<file path="config.mk">
export PLATFORM = sky130hd
export DESIGN_NAME = guard_timer
export DESIGN_NICKNAME = d
export VERILOG_FILES = /design/src/rtl/gt_pkg.sv /design/src/rtl/gt_rst_sync.sv /design/src/rtl/gt_regif.sv /design/src/rtl/gt_prescaler.sv /design/src/rtl/gt_counter.sv /design/src/rtl/guard_timer.sv
export SDC_FILE = /design/constraint.sdc
export NUM_CORES = 1
export LEC_CHECK = 0
export ABC_AREA = 1
export BUFFER_PORTS_ARGS = -buffer_cell sky130_fd_sc_hd__buf_2
export CAP_MARGIN = 15
export CELL_PAD_IN_SITES_DETAIL_PLACEMENT = 0
export CELL_PAD_IN_SITES_GLOBAL_PLACEMENT = 1
export CORE_MARGIN = 2
export CORE_UTILIZATION = 42
export CTS_BUF_LIST = sky130_fd_sc_hd__clkbuf_8 sky130_fd_sc_hd__clkbuf_16
export DETAILED_ROUTE_END_ITERATION = 12
export GPL_ROUTABILITY_DRIVEN = 0
export MAX_ROUTING_LAYER = met4
export PLACE_DENSITY = 0.81
export SYNTH_ARGS = -nofsm -noshare
export SYNTH_HDL_FRONTEND = slang
export SYNTH_HIERARCHICAL = 1
export SYNTH_SLANG_ARGS = --single-unit
</file>
<file path="constraint.sdc">
create_clock -name clk -period 1.3 [get_ports clk]
set_clock_uncertainty 0.15 [all_clocks]
set_input_delay 0.26 -clock clk [delete_from_list [all_inputs] [get_ports clk]]
set_output_delay 0.26 -clock clk [all_outputs]
set_load 0.01 [all_outputs]
</file>
<file path="src/rtl/gt_pkg.sv">
package gt_pkg;

  // Key bytes of the two-write clear sequence
  localparam logic [7:0] KEY_FIRST  = 8'h1E;
  localparam logic [7:0] KEY_SECOND = 8'hE1;

  // Clear sequence state
  typedef enum logic {
    KS_IDLE  = 1'b0,
    KS_ARMED = 1'b1
  } key_state_e;

endpackage

</file>
<file path="src/rtl/gt_rst_sync.sv">
module gt_rst_sync (
  input  logic clk,
  input  logic rst_n,
  output logic rst_sync_n
);

  logic s1_q;
  logic s2_q;

  always_ff @(posedge clk or negedge rst_n) begin
    if (!rst_n) begin
      s1_q <= 1'b0;
      s2_q <= 1'b0;
    end else begin
      s1_q <= 1'b1;
      s2_q <= s1_q;
    end
  end

  assign rst_sync_n = s2_q;

endmodule

</file>
<file path="src/rtl/gt_regif.sv">
module gt_regif
  import gt_pkg::*;
#(
  parameter int                 ADDR_W    = 4,
  parameter int                 DATA_W    = 8,
  parameter int                 PSEL_W    = 3,
  parameter logic [ADDR_W-1:0]  PSEL_ADDR = 4'hD,
  parameter logic [ADDR_W-1:0]  KEY_ADDR  = 4'h2
) (
  input  logic              clk,
  input  logic              rst_n,
  input  logic              we,
  input  logic [ADDR_W-1:0] addr,
  input  logic [DATA_W-1:0] wdata,
  output logic [PSEL_W-1:0] psel_q,
  output logic              clr
);

  localparam logic [DATA_W-1:0] K1 = DATA_W'(KEY_FIRST);
  localparam logic [DATA_W-1:0] K2 = DATA_W'(KEY_SECOND);

  key_state_e        key_q, key_d;
  logic [PSEL_W-1:0] psel_d;
  logic              psel_en;
  logic              hit_psel;
  logic              hit_key;

  always_comb begin
    hit_psel = we && (addr == PSEL_ADDR);
    hit_key  = we && (addr == KEY_ADDR);

    // Prescale selection register, clock enable on its own write
    psel_en = hit_psel;
    psel_d  = wdata[PSEL_W-1:0];

    // Key sequence: every write decides the next state, idle cycles keep it
    key_d = key_q;
    if (we) begin
      key_d = (hit_key && (wdata == K1)) ? KS_ARMED : KS_IDLE;
    end

    clr = hit_key && (wdata == K2) && (key_q == KS_ARMED);
  end

  always_ff @(posedge clk or negedge rst_n) begin
    if (!rst_n) begin
      key_q <= KS_IDLE;
    end else begin
      key_q <= key_d;
    end
  end

  always_ff @(posedge clk or negedge rst_n) begin
    if (!rst_n) begin
      psel_q <= '0;
    end else if (psel_en) begin
      psel_q <= psel_d;
    end
  end

endmodule

</file>
<file path="src/rtl/gt_prescaler.sv">
module gt_prescaler #(
  parameter int PSEL_W = 3
) (
  input  logic              clk,
  input  logic              rst_n,
  input  logic              en,
  input  logic              clr,
  input  logic [PSEL_W-1:0] psel_q,
  output logic [PSEL_W-1:0] psel_act,
  output logic              tick
);

  localparam int PCNT_W = (1 << PSEL_W) - 1;

  logic [PCNT_W-1:0] pcnt_q, pcnt_d;
  logic [PCNT_W-1:0] mask;
  logic [PSEL_W-1:0] act_d;
  logic              act_en;

  // One mask bit per prescaler stage: stage i is used when p > i
  for (genvar i = 0; i < PCNT_W; i++) begin : g_mask
    assign mask[i] = (psel_act > PSEL_W'(i));
  end

  always_comb begin
    tick   = en && ((pcnt_q & mask) == mask);
    act_en = clr;
    act_d  = psel_q;
    if (clr || !en) begin
      pcnt_d = '0;
    end else begin
      pcnt_d = pcnt_q + 1'b1;
    end
  end

  always_ff @(posedge clk or negedge rst_n) begin
    if (!rst_n) begin
      pcnt_q <= '0;
    end else begin
      pcnt_q <= pcnt_d;
    end
  end

  always_ff @(posedge clk or negedge rst_n) begin
    if (!rst_n) begin
      psel_act <= '0;
    end else if (act_en) begin
      psel_act <= act_d;
    end
  end

endmodule

</file>
<file path="src/rtl/gt_counter.sv">
module gt_counter #(
  parameter int CNT_W = 16
) (
  input  logic             clk,
  input  logic             rst_n,
  input  logic             en,
  input  logic             clr,
  input  logic             tick,
  output logic [CNT_W-1:0] cnt_q,
  output logic             req_q
);

  logic [CNT_W-1:0] cnt_d;
  logic             req_d;
  logic             at_top;

  always_comb begin
    at_top = (cnt_q == '1);
    cnt_d  = cnt_q;
    req_d  = 1'b0;
    if (clr || !en) begin
      // Clear and disable win over a wrap on the same edge
      cnt_d = '0;
    end else if (tick) begin
      cnt_d = cnt_q + 1'b1;
      req_d = at_top;
    end
  end

  always_ff @(posedge clk or negedge rst_n) begin
    if (!rst_n) begin
      cnt_q <= '0;
      req_q <= 1'b0;
    end else begin
      cnt_q <= cnt_d;
      req_q <= req_d;
    end
  end

endmodule

</file>
<file path="src/rtl/guard_timer.sv">
module guard_timer #(
  parameter int                CNT_W     = 16,
  parameter int                PSEL_W    = 3,
  parameter int                ADDR_W    = 4,
  parameter int                DATA_W    = 8,
  parameter logic [ADDR_W-1:0] PSEL_ADDR = 4'hD,
  parameter logic [ADDR_W-1:0] KEY_ADDR  = 4'h2
) (
  input  logic              clk,
  input  logic              rst_n,
  input  logic              reg_we,
  input  logic [ADDR_W-1:0] reg_addr,
  input  logic [DATA_W-1:0] reg_wdata,
  input  logic              wd_off,
  output logic              rst_req
);

  logic              rst_int_n;
  logic              run_en;
  logic              clr;
  logic              tick;
  logic [PSEL_W-1:0] psel_q;
  logic [PSEL_W-1:0] psel_act;
  logic [CNT_W-1:0]  cnt_q;

  assign run_en = !wd_off;

  gt_rst_sync u_rst (
    .clk        (clk),
    .rst_n      (rst_n),
    .rst_sync_n (rst_int_n)
  );

  gt_regif #(
    .ADDR_W    (ADDR_W),
    .DATA_W    (DATA_W),
    .PSEL_W    (PSEL_W),
    .PSEL_ADDR (PSEL_ADDR),
    .KEY_ADDR  (KEY_ADDR)
  ) u_regif (
    .clk    (clk),
    .rst_n  (rst_int_n),
    .we     (reg_we),
    .addr   (reg_addr),
    .wdata  (reg_wdata),
    .psel_q (psel_q),
    .clr    (clr)
  );

  gt_prescaler #(
    .PSEL_W (PSEL_W)
  ) u_pre (
    .clk      (clk),
    .rst_n    (rst_int_n),
    .en       (run_en),
    .clr      (clr),
    .psel_q   (psel_q),
    .psel_act (psel_act),
    .tick     (tick)
  );

  gt_counter #(
    .CNT_W (CNT_W)
  ) u_cnt (
    .clk   (clk),
    .rst_n (rst_int_n),
    .en    (run_en),
    .clr   (clr),
    .tick  (tick),
    .cnt_q (cnt_q),
    .req_q (rst_req)
  );

endmodule

</file>
# [After elaboration in Yosys (flattened, before gate mapping)]
# Cells that the tools add are included.
# W data, S select, Z words.
[word_totals] word_cells=39 input_bits=16 register_bits=33
[op_classes] n_bitwise=1 add_sub_neg=2 magnitude_cmp=7 reduce_logical=9 muxes=6 n_eq_ne=6
[op_table] cell="$mux W16" n=2
[op_table] cell="$add A16 B1 Y16 const B" n=1
[op_table] cell="$eq A16 B16 Y1 const B" n=1
[op_table] cell="$gt A3 B3 Y1 const B" n=3
[op_table] cell="$eq A8 B5 Y1 const B" n=1
[op_table] cell="$eq A8 B8 Y1 const B" n=1
[op_table] cell="$add A7 B1 Y7 const B" n=1
[op_table] cell="$and A7 B7 Y7" n=1
[op_table] cell="$eq A7 B7 Y1" n=1
[op_table] cell="$mux W7" n=1
[op_table] cell="$gt A3 B1 Y1 const B" n=2
[op_table] cell="$gt A3 B2 Y1 const B" n=2
[op_table] cell="$logic_and A1 B1 Y1" n=6
[op_table] cell="$eq A4 B2 Y1 const B" n=1
[op_table] cell="$eq A4 B4 Y1 const B" n=1
[op_table] cell="$mux W1" n=3
[op_table] cell="$reduce_bool A2 Y1" n=1
[op_table] cell="$logic_not A1 Y1" n=1
[op_table] cell="$logic_or A1 B1 Y1" n=1

# [Longest topological paths before layout]
# Gate-level depths: netlist of run 1.
[depth] depth_word=6 depth_mapped=13

# [Modules after synthesis]
# The synthesis of run 1 kept the hierarchy.
[by_module_without_submodules] module="gt_counter" area_per_inst_um2=903.4 seq_area_each_um2=425.4 cells_per_inst=122 n_inst=1
[by_module_without_submodules] module="gt_prescaler" area_per_inst_um2=480.5 seq_area_each_um2=250.2 cells_per_inst=60 n_inst=1
[by_module_without_submodules] module="gt_regif" area_per_inst_um2=272.8 seq_area_each_um2=100.1 cells_per_inst=44 n_inst=1
[by_module_without_submodules] module="gt_rst_sync" area_per_inst_um2=53.8 seq_area_each_um2=50.0 cells_per_inst=3 n_inst=1
[by_module_without_submodules] module="guard_timer" area_per_inst_um2=3.8 seq_area_each_um2=0.0 cells_per_inst=1 n_inst=1

# [Worst setup path after synthesis of run 1]
# Ideal clock, no wire load.
[synth_timing] kind="reg2reg" start="register u_pre.pcnt_q[2]" end="register u_cnt.cnt_q[15]" path_buffers=0 setup_slack_ns=-0.452 path_stages_with_launch=12 t_arrival_ns=1.483 synth_period_minus_slack_ns=1.752 cell_sequence="dfrtp_1 nand2_1 a21oi_1 nand2_1 a21oi_2 nand2_2 nor2_4 nand2_4 nor2_4 nand3_1 nand2_1 nor2_1"
[synth_via] elab_chain_len=4
[synth_rtl] item="start, declared" line="gt_prescaler.sv:15" source="logic [PCNT_W-1:0] pcnt_q, pcnt_d;"
[synth_rtl] item="start signal, assigned" line="gt_prescaler.sv:40" source="pcnt_q <= pcnt_d;"
[synth_rtl] item="$and A7 B7 Y7" line="gt_prescaler.sv:26" source="tick = en && ((pcnt_q & mask) == mask);"
[synth_rtl] item="$eq A7 B7 Y1" line="gt_prescaler.sv:26"
[synth_rtl] item="$logic_and A1 B1 Y1" line="gt_prescaler.sv:26"
[synth_rtl] item="via tick" line="guard_timer.sv:21" source="logic tick;"
[synth_rtl] item="$reduce_bool A2 Y1 (no source line)"
[synth_rtl] item="end signal, assigned" line="gt_counter.sv:35" source="cnt_q <= cnt_d;"
[synth_rtl] item="end, declared" line="gt_counter.sv:9" source="output logic [CNT_W-1:0] cnt_q,"
# The timed path passes the listed nets, and every way through them passes these cells.
# A chain may end at the register's enable or synchronous reset.

# [Worst setup path after layout of run 1]
[layout_timing] start="register u_pre.psel_act[1]" end="register u_cnt.cnt_q[10]"
[layout_via] elab_chain_len=5 elab_cells_between_ends=11
[layout_rtl] item="start, declared" line="gt_prescaler.sv:9" source="output logic [PSEL_W-1:0] psel_act,"
[layout_rtl] item="start signal, assigned" line="gt_prescaler.sv:48" source="psel_act <= act_d;"
[layout_rtl] item="$gt A3 B1 Y1, or another cell as far along" line="gt_prescaler.sv:22" source="assign mask[i] = (psel_act > PSEL_W'(i));"
[layout_rtl] item="$and A7 B7 Y7" line="gt_prescaler.sv:26"
[layout_rtl] item="$eq A7 B7 Y1 (*)" line="gt_prescaler.sv:26"
[layout_rtl] item="$logic_and A1 B1 Y1 (*)" line="gt_prescaler.sv:26"
[layout_rtl] item="via tick" line="guard_timer.sv:21"
[layout_rtl] item="$reduce_bool A2 Y1 (no source line) (*)"
# The timed path passes the listed nets; every way through them passes the cells marked *.

==> impl_metrics.csv, run 1 <==
group,metric,value,unit
status,status,"finished, violations left",
status,violations,"negative setup slack",
sta,setup_violations,27,
cells_and_area,multiInputGateArea,893,um^2
yosys,synth_cell_types,25,
placed_design,postPlaceCellArea,2120,um^2
route,viasPerCell,4.56,
critical_path,cp_common_cell,"nand2_2",
yosys,synth_area_per_cell,7.45,um^2
yosys,synth_seq_cells,33,
critical_path,start_kind,"register",
yosys,yosys.area.top_type,"dfrtp_1",
placed_design,hpwl,2530,um
clock_network,cts_sinks,33,
yosys,syn-num-nets,248,
cells_and_area,drive_gt1_frac,0.369,
floorplan,initial_core_util,0.432,
critical_path,worstPathArrival,1910,ps
sta,setup_slack,-538,ps
route,wl_per_cell,11.1,um
cells_and_area,seq_area,826,um^2
floorplan,coreArea,3970,um^2
yosys,netlist_instances,230,
critical_path,r2r_cells,11,
placed_design,portBuffers,16,
sta,whs,79.6,ps
critical_path,crit_type,"register to register",
sta,timing.final.crit_period,1840,ps
run,drv_cap,0,
sta,finalHoldViolCount,0,
cells_and_area,area_delta_synth_final,43.9,%
clock_network,htree_levels,2,
worst_hold_path,hp-class,"register to async pin",
yosys,syn_area,1710,um^2
critical_path,worstSetupEndpointType,"register",
global_routing,grt_pass1_vias,1501,
critical_path,required,1380,ps
cells_and_area,fin_nets,312,
pwr,vdd_drop_max,528,uV
placed_design,pre_cts_slack,-480,ps
critical_path,crit_chain,"inv_2 > nand2_2 > a21oi_2 > nand2_2 > a21oi_4 > nand3_4 > nor2_4 > nand2_4 > o21bai_1 > nand2_1 > nor2_1",
clock_network,clk_latency,290,ps
sta,max_freq,544,MHz
cells_and_area,final.fill_count,342,
route,drcViolationCount,0,
global_routing,antenna_found_initial,0,
route,firstDrtPassIters,4,
cells_and_area,final_area,2470,um^2
sta,rsz0062_at_grt,"true",
clock_network,cts_tree,"built",
floorplan,die_area,4610,um^2
critical_path,cpMaxStageDelayCell,"dfrtp_1",
clock_network,clk_pin_slew,70,ps
global_routing,grt_pass1_wl,6450,um
global_routing,overflow,0,
critical_path,slowest_delay,410,ps
sta,fin_crit_sh,1.41,
clock_network,numCtsBuffers,5,
critical_path,cp_max_fo,4,
yosys,synthTopCellsByArea,"dfrtp_1 48%, nand2_1 13%, nor2_1 8.5%",
floorplan,io_pins,17,
cells_and_area,diodes,0,
floorplan,fp-row-count,23,
cells_and_area,final_cell_mix,"55 x nand2_1, 35 x nor2_1, 34 x buf_4",
route,num_vias,1574,
route,wl,3840,um
pwr,leakagePower,1.23,nW
global_routing,grt_usage,0.197,
global_routing,grt_max_degree,27,
yosys,ys_seq_area_frac,0.482,
route,detail-route-antenna-nets,0,
sta,slew_viol_final,0,
cells_and_area,layout_commonest_cell,"nand2_1",
pwr,p_per_area,914,nW/um^2
yosys,netlist.area_leader.share,0.482,
clock_network,cts_root_buffer,"clkbuf_8",
clock_network,clockBufferDepth,2,
floorplan,fp.dieH,67.9,um
route,drt_iter0_markers,81,
floorplan,die_w,67.9,um
yosys,yosys_warnings,6,
## metrics by stage
stage | total power [mW] | std cells | util | TNS, ps
floorplan | 1.17 | 230 | - | -4830
global route | 2.36 | 345 | 0.621 | -11780
detailed placement | 1.27 | 323 | 0.535 | -8290
CTS | 2.28 | 338 | 0.588 | -7050
finish | 2.26 | 345 | 0.621 | -8820
global placement | 1.27 | 323 | 0.535 | -8060
## cells in the mapped netlist
library cell	count
a21oi_1	13
a21oi_2	1
buf_2	1
clkinv_1	1
conb_1	1
dfrtp_1	33
ha_1	2
inv_1	32
inv_2	1
mux2_2	1
nand2_1	59
nand2_2	3
nand2_4	1
nand3_1	8
nand3_2	1
nand3b_1	1
nand4_1	1
nor2_1	39
nor2_2	7
nor2_4	2
nor3_1	4
o21ai_0	12
o21ai_1	4
o21bai_1	1
or2_1	1
## routing by layer
| metal | vias up | track usage | part of all wire |
|---|---|---|---|
| met5 | - | - | 0 |
| met4 | 0 | 0.0825 | 0.021 |
| met3 | 7 | 0.0543 | 0.035 |
| met2 | 27 | 0.298 | 0.46 |
| met1 | 696 | 0.250 | 0.49 |
| li1 | 844 | - | - |
## where the power goes
part	internal, mW	leakage, nW	total, mW	switching (mW)
sequential	1.06	0.440	1.07	0.0184
clock	0.617	0.0626	0.985	0.368
combinational	0.0974	0.724	0.196	0.0983
## cells by family (layout without fill, tap and decap cells)
logic type      after synthesis  in the layout  synth area share
buf+inv                      35            100            0.0774
fa+ha+maj                     2              2            0.0146
mux                           1              1           0.00657
simple gates                127            127             0.323
other cells                   1              1           0.00219
compound gates               31             31            0.0942
flops                        33             33             0.482
## what timing repair did
action                                  CTS  global route
gates cloned                              0             0
endpoints found under the hold margin     7             0
endpoints found under the setup margin   27            27
gates resized for setup                  17            22
buffers inserted                          5             7
pin swaps                                 5             6
hold buffers                              2             0
## sequential cells by signal (all words and copies together), names as in the netlist
signal	cells
u_regif/key_q	1
u_rst/s1_q	1
u_rst/rst_sync_n	1
u_pre/pcnt_q	7
u_cnt/req_q	1
u_regif/psel_q	3
u_pre/psel_act	3
u_cnt/cnt_q	16
## worst max-delay path: cells and delay by family, from the launching register on
| kind | cells | cell delay [ps] |
|---|---|---|
| flip-flops | 1 | 410 |
| AO/OA/AOI/OAI | 3 | 450 |
| AND/OR/NAND/NOR | 7 | 680 |
| buffers and inverters | 1 | 80 |
## path summary, 6_finish.rpt
check,slack (ps),startpoint,end
max,-540,u_pre/psel_act[1],u_cnt/cnt_q[10]
min,80,u_rst/rst_sync_n,u_cnt/cnt_q[5]
max reg2reg,-540,u_pre/psel_act[1],u_cnt/cnt_q[10]
min reg2reg,80,u_rst/rst_sync_n,u_cnt/cnt_q[5]
max in group asynchronous,260,u_rst/rst_sync_n,u_cnt/cnt_q[8]
min in group clk,90,reg_wdata[1],u_regif/psel_q[1]
## area by class of cell
cell class,instances,share of cell area
flip-flops and latches,33,0.335
repair buffers,58,0.178
clock buffers,6,0.0335
clock inverters,2,0.0137
inverters,34,0.0522
multi-input cells,162,0.362
well taps,50,0.0254
Note: power is estimated with default switching activity, not from simulation.
==> run 2: changes to the inputs <==
==> constraint.sdc (replaced) <==
create_clock -name clk -period 1.7 [get_ports clk]
set_clock_uncertainty 0.15 [all_clocks]
set_input_delay 0.34 -clock clk [delete_from_list [all_inputs] [get_ports clk]]
set_output_delay 0.34 -clock clk [all_outputs]
set_load 0.01 [all_outputs]
==> impl_metrics.csv, run 2 (synthesized netlist as in run 1, its figures left out) <==
group,metric,value,unit
floorplan,die_w,67.9,um
clock_network,cts_tree,"built",
sta,slew_viol_final,0,
floorplan,coreArea,3970,um^2
route,num_vias,1499,
critical_path,crit_family,"simple AND/OR/NAND/NOR gates",
cells_and_area,largest_register_ffs,16,
pwr,leakagePower,1.09,nW
pwr,p_per_area,691,nW/um^2
cells_and_area,area_delta_synth_final,28.1,%
floorplan,fp-row-count,23,
placed_design,pre_cts_slack,-173,ps
cells_and_area,fin_nets,298,
sta,timing.final.crit_period,1810,ps
global_routing,grt_max_degree,18,
cells_and_area,reg_top3,"u_cnt/cnt_q: 16 flops, u_pre/pcnt_q: 7 flops",
critical_path,r2r-end,"u_cnt/cnt_q[9]",
critical_path,cp_max_fo,5,
sta,setup_violations,11,
sta,rsz0062_at_grt,"true",
route,wl,3380,um
clock_network,numCtsBuffers,5,
critical_path,cpMaxStageDelayCell,"dfrtp_1",
pwr,power_frac_clock,0.380,
global_routing,overflow,0,
sta,max_freq,552,MHz
pwr,p_int,1.18,mW
critical_path,path_buf_inv,2,
floorplan,initial_core_util,0.432,
pwr,vdd_drop_max,394,uV
cells_and_area,drive_gt1_frac,0.257,
sta,whs,48.9,ps
sta,fin_crit_sh,1.07,
route,viasPerCell,4.54,
critical_path,slowest_delay,410,ps
clock_network,cts_sinks,33,
critical_path,crit_chain,"inv_2 > nand2_1 > a21oi_1 > nand2_1 > a21oi_4 > nand2_2 > nor2_4 > nand2_4 > nor2_2 > inv_1 > nor2_1 > nor2_1",
clock_network,htree_levels,2,
critical_path,worstSetupEndpointType,"register",
critical_path,r2r-start,"u_pre/psel_act[1]",
route,drt_iter0_markers,60,
pwr,p_comb_frac,0.079,
global_routing,grt_usage,0.181,
global_routing,grt_pass1_vias,1410,
cells_and_area,layout_commonest_cell,"nand2_1",
route,wl_per_cell,10.2,um
floorplan,io_pins,17,
placed_design,hpwl,2560,um
floorplan,die_area,4610,um^2
status,violations,"negative setup slack",
critical_path,start_kind,"register",
clock_network,clockBufferDepth,2,
route,firstDrtPassIters,4,
status,status,"finished, violations left",
sta,setup_slack,-112,ps
route,detail-route-antenna-nets,0,
pwr,switching_power,0.340,mW
pwr,sw_frac_of_total,0.224,
global_routing,grt_pass1_wl,5980,um
placed_design,portBuffers,16,
clock_network,clk_latency,280,ps
critical_path,crit_type,"register to register",
global_routing,antenna_found_initial,0,
floorplan,fp.dieH,67.9,um
critical_path,required,1720,ps
clock_network,cts_root_buffer,"clkbuf_8",
pwr,p_seq_frac,0.541,
critical_path,r2r_cells,12,
route,drcViolationCount,0,
clock_network,clk_pin_slew,60,ps
sta,finalHoldViolCount,0,
critical_path,reg2reg_slack,-110,ps
cells_and_area,diodes,0,
cells_and_area,final_cell_mix,"59 x nand2_1, 39 x nor2_1, 33 x dfrtp_1",
cells_and_area,largest-register,"u_cnt/cnt_q",
critical_path,worstPathArrival,1830,ps
worst_hold_path,hp-class,"register to async pin",
run,drv_cap,0,
-- run 2: layout make-up --
| cell class | count | area (um^2) |
|---|---|---|
| clock buffers | 6 | 82.6 |
| inverters | 34 | 128 |
| repair buffers | 44 | 293 |
| flip-flops and latches | 33 | 826 |
| multi-input cells | 162 | 801 |
| fillers | 377 | 1780 |
| well taps | 50 | 62.6 |
| clock inverters | 1 | 3.75 |
-- run 2: layer usage --
metal | wire length (um) | GRT usage | vias up | share of wire
met5 | 0 | - | - | 0
met3 | 125 | 0.0543 | 6 | 0.037
met4 | 64 | 0.0750 | 0 | 0.019
li1 | - | - | 809 | -
met1 | 1700 | 0.228 | 663 | 0.50
met2 | 1490 | 0.271 | 21 | 0.44
-- run 2: how the worst max path moves through the flow --
stage / start / end / slack [ps] / depth (start not counted)
finish: u_pre/psel_act[1] / u_cnt/cnt_q[9] / -110 / 12
global route: u_pre/psel_act[1] / u_cnt/cnt_q[15] / -240 / 11
CTS: u_pre/psel_act[1] / u_cnt/cnt_q[15] / -120 / 12
detailed placement: wd_off / u_cnt/cnt_q[14] / -170 / 11
global placement: wd_off / u_cnt/cnt_q[14] / -140 / 11
floorplan: u_pre/psel_act[2] / u_cnt/cnt_q[15] / 1 / 12
-- run 2: worst register-to-register path: stages (launching register included) --
cell     delay (ps)
dfrtp_1         410
inv_2            80
nand2_1          50
a21oi_1         110
nand2_1          90
a21oi_4         190
nand2_2         100
nor2_4          130
nand2_4         100
nor2_2          120
inv_1            50
nor2_1           80
nor2_1           50
-- run 2: through the flow --
| stage | power (mW) | instances | util | setup TNS, ps | area [um^2] |
|---|---|---|---|---|---|
| 5_1_grt | 1.60 | 330 | 0.553 | -2610 | 2200 |
| 3_5_place_dp | 0.953 | 315 | 0.506 | -1630 | 2010 |
| 3_3_place_gp | 0.952 | 315 | 0.506 | -1120 | 2010 |
| 6_report | 1.52 | 330 | 0.553 | -617 | 2200 |
| 2_1_floorplan | 0.895 | 230 | - | 0 | 1720 |
| 4_1_cts | 1.54 | 326 | 0.543 | -791 | 2160 |
-- run 2: what timing repair did --
action,CTS,global route
endpoints found under the hold margin,2,0
gates resized for setup,7,3
endpoints found under the setup margin,13,14
pin swaps,2,2
buffers inserted,3,4
hold buffers,1,0
-- run 2: power by group through the flow --
stage          combinational (mW)  sequential (mW)  clock [mW]
5_1_grt                     0.138            0.824       0.642
3_3_place_gp                0.117            0.835           0
4_1_cts                     0.122            0.820       0.600
6_report                    0.120            0.821       0.576
3_5_place_dp                0.118            0.836           0
2_1_floorplan              0.0516            0.843           0
==> run 3: changes to the inputs <==
--- a/config.mk
+++ b/config.mk
@@ -15,6 +15,7 @@
 export CTS_BUF_LIST = sky130_fd_sc_hd__clkbuf_8 sky130_fd_sc_hd__clkbuf_16
 export DETAILED_ROUTE_END_ITERATION = 12
 export GPL_ROUTABILITY_DRIVEN = 0
+export GPL_TIMING_DRIVEN = 0
 export MAX_ROUTING_LAYER = met4
 export PLACE_DENSITY = 0.81
 export SYNTH_ARGS = -nofsm -noshare
==> impl_metrics.csv, run 3 (synthesized netlist as in run 1, its figures left out) <==
group,metric,value,unit
clock_network,clk_latency,290,ps
cells_and_area,fin_nets,285,
cells_and_area,largest-register,"u_cnt/cnt_q",
sta,rsz0062_at_grt,"true",
global_routing,grt_pass1_vias,1402,
sta,setup_tns,-2290,ps
route,wl_per_cell,10.9,um
critical_path,required,1730,ps
floorplan,die_area,4610,um^2
critical_path,cpMaxStageDelayCell,"dfrtp_1",
floorplan,io_pins,17,
cells_and_area,post-route-util,0.542,
cells_and_area,area_delta_synth_final,25.5,%
critical_path,r2r-start,"u_pre/psel_act[1]",
cells_and_area,drive_gt1_frac,0.256,
status,violations,"negative setup slack",
clock_network,cts_root_buffer,"clkbuf_8",
clock_network,numCtsBuffers,5,
critical_path,start_kind,"register",
floorplan,initial_core_util,0.432,
placed_design,pre_cts_slack,-402,ps
cells_and_area,final_area,2150,um^2
sta,worst_slew_pin_slew,519,ps
floorplan,fp.dieH,67.9,um
placed_design,hpwl,2450,um
sta,setup_slack,-241,ps
clock_network,htree_levels,2,
route,viasPerCell,4.57,
floorplan,die_w,67.9,um
route,wl,3450,um
sta,slew_viol_final,0,
clock_network,clk_pin_slew,70,ps
worst_hold_path,hp-class,"register to async pin",
sta,max_freq,515,MHz
route,drcViolationCount,0,
critical_path,cp_max_fo,6,
cells_and_area,finalNonFillerCells,316,
sta,timing.final.crit_period,1940,ps
placed_design,postPlaceCellArea,1890,um^2
route,firstDrtPassIters,5,
placed_design,dp_cells,297,
critical_path,cp_common_cell,"nand2_2",
route,detail-route-antenna-nets,0,
route,drt_iter0_markers,69,
pwr,totalPowerFinal,1.48,mW
sta,slew_headroom,0.654,
sta,whs,59.6,ps
global_routing,grt_usage,0.183,
run,drv_cap,0,
cells_and_area,layout_commonest_cell,"nand2_1",
clock_network,cts_tree,"built",
pwr,vdd_drop_max,386,uV
clock_network,clockBufferDepth,2,
sta,finalHoldViolCount,0,
critical_path,crit_start,"u_pre/psel_act[1]",
cells_and_area,largest_register_ffs,16,
sta,setup_violations,14,
cells_and_area,final_cell_mix,"55 x nand2_1, 36 x nor2_1, 33 x dfrtp_1",
critical_path,crit_chain,"inv_2 > nand2_2 > a21oi_2 > nand2_2 > a21oi_4 > nand3_4 > buf_6 > nor3_4 > nand3_1 > nand2_1 > nor2_1",
pwr,p_per_area,689,nW/um^2
cells_and_area,reg_top3,"u_cnt/cnt_q: 16 flops, u_pre/pcnt_q: 7 flops",
status,status,"finished, violations left",
cells_and_area,diodes,0,
floorplan,coreArea,3970,um^2
floorplan,fp-row-count,23,
sta,fin_crit_sh,1.14,
critical_path,crit_type,"register to register",
critical_path,worstPathArrival,1970,ps
route,num_vias,1444,
critical_path,worstSetupEndpointType,"register",
placed_design,portBuffers,16,
global_routing,antenna_found_initial,0,
clock_network,cts_sinks,33,
global_routing,grt_max_degree,23,
pwr,leakagePower,1.04,nW
critical_path,slowest_delay,420,ps
global_routing,overflow,0,
global_routing,grt_pass1_wl,6070,um
## run 3: cell types whose count changed in the layout (fill, tap and decap cells not counted), moves of 2 or more
cell and delta:
inv_1 -2, nand2_1 -4, buf_6 +3, a21oi_2 +2, nor2_4 +2, buf_4 -18, nor2_1 -3, a21oi_1 -2
nor3_2 -2, nand2_2 +4
## run 3: metal layers
layer / track usage / wire [um] / up-vias / share of wire
met1: 0.242 / 1750 / 637 / 0.51
li1: - / - / 780 / -
met3: 0.0543 / 110 / 5 / 0.032
met4: 0.0750 / 50 / 0 / 0.015
met2: 0.262 / 1530 / 22 / 0.45
met5: - / 0 / - / 0
## run 3: what timing repair did
item                                    in CTS  in global routing
endpoints found under the setup margin      16                 16
pin swaps                                    8                 11
hold buffers                                 1                  0
resized for setup                           11                 14
hold endpoints to repair                     2                  0
setup buffers                                9                  3
## run 3: power by group
part	leakage, nW	switching, mW	total [mW]	internal [mW]
Clock	0.0399	0.275	0.544	0.269
Combinational	0.565	0.0622	0.111	0.0491
Sequential	0.440	0.0178	0.826	0.808
## run 3: path summary, 6_finish.rpt
path	to	slack, ps	cells past startpoint
min	u_cnt/cnt_q[9]	60	0
max reg2reg	u_cnt/cnt_q[14]	-240	11
max	u_cnt/cnt_q[14]	-240	11
min reg2reg	u_cnt/cnt_q[9]	60	0
min in group clk	u_regif/psel_q[0]	170	3
max in group asynchronous	u_cnt/cnt_q[6]	850	1
## run 3: final cells by class
| cell class | instances | area [um^2] |
|---|---|---|
| clock inverter | 1 | 5.00 |
| inverter | 34 | 128 |
| sequential | 33 | 826 |
| tap | 50 | 62.6 |
| clock buffer | 5 | 68.8 |
| timing repair buffer | 30 | 219 |
| multi-input combinational | 162 | 837 |
| buffer | 1 | 5.00 |
| fill | 383 | 1820 |
## run 3: worst max-delay path: cells and delay by family (launching register included)
kind / cells / cell delay, ps
compound gates: 2 / 380
buf+inv: 2 / 240
flops: 1 / 420
simple gates: 7 / 670
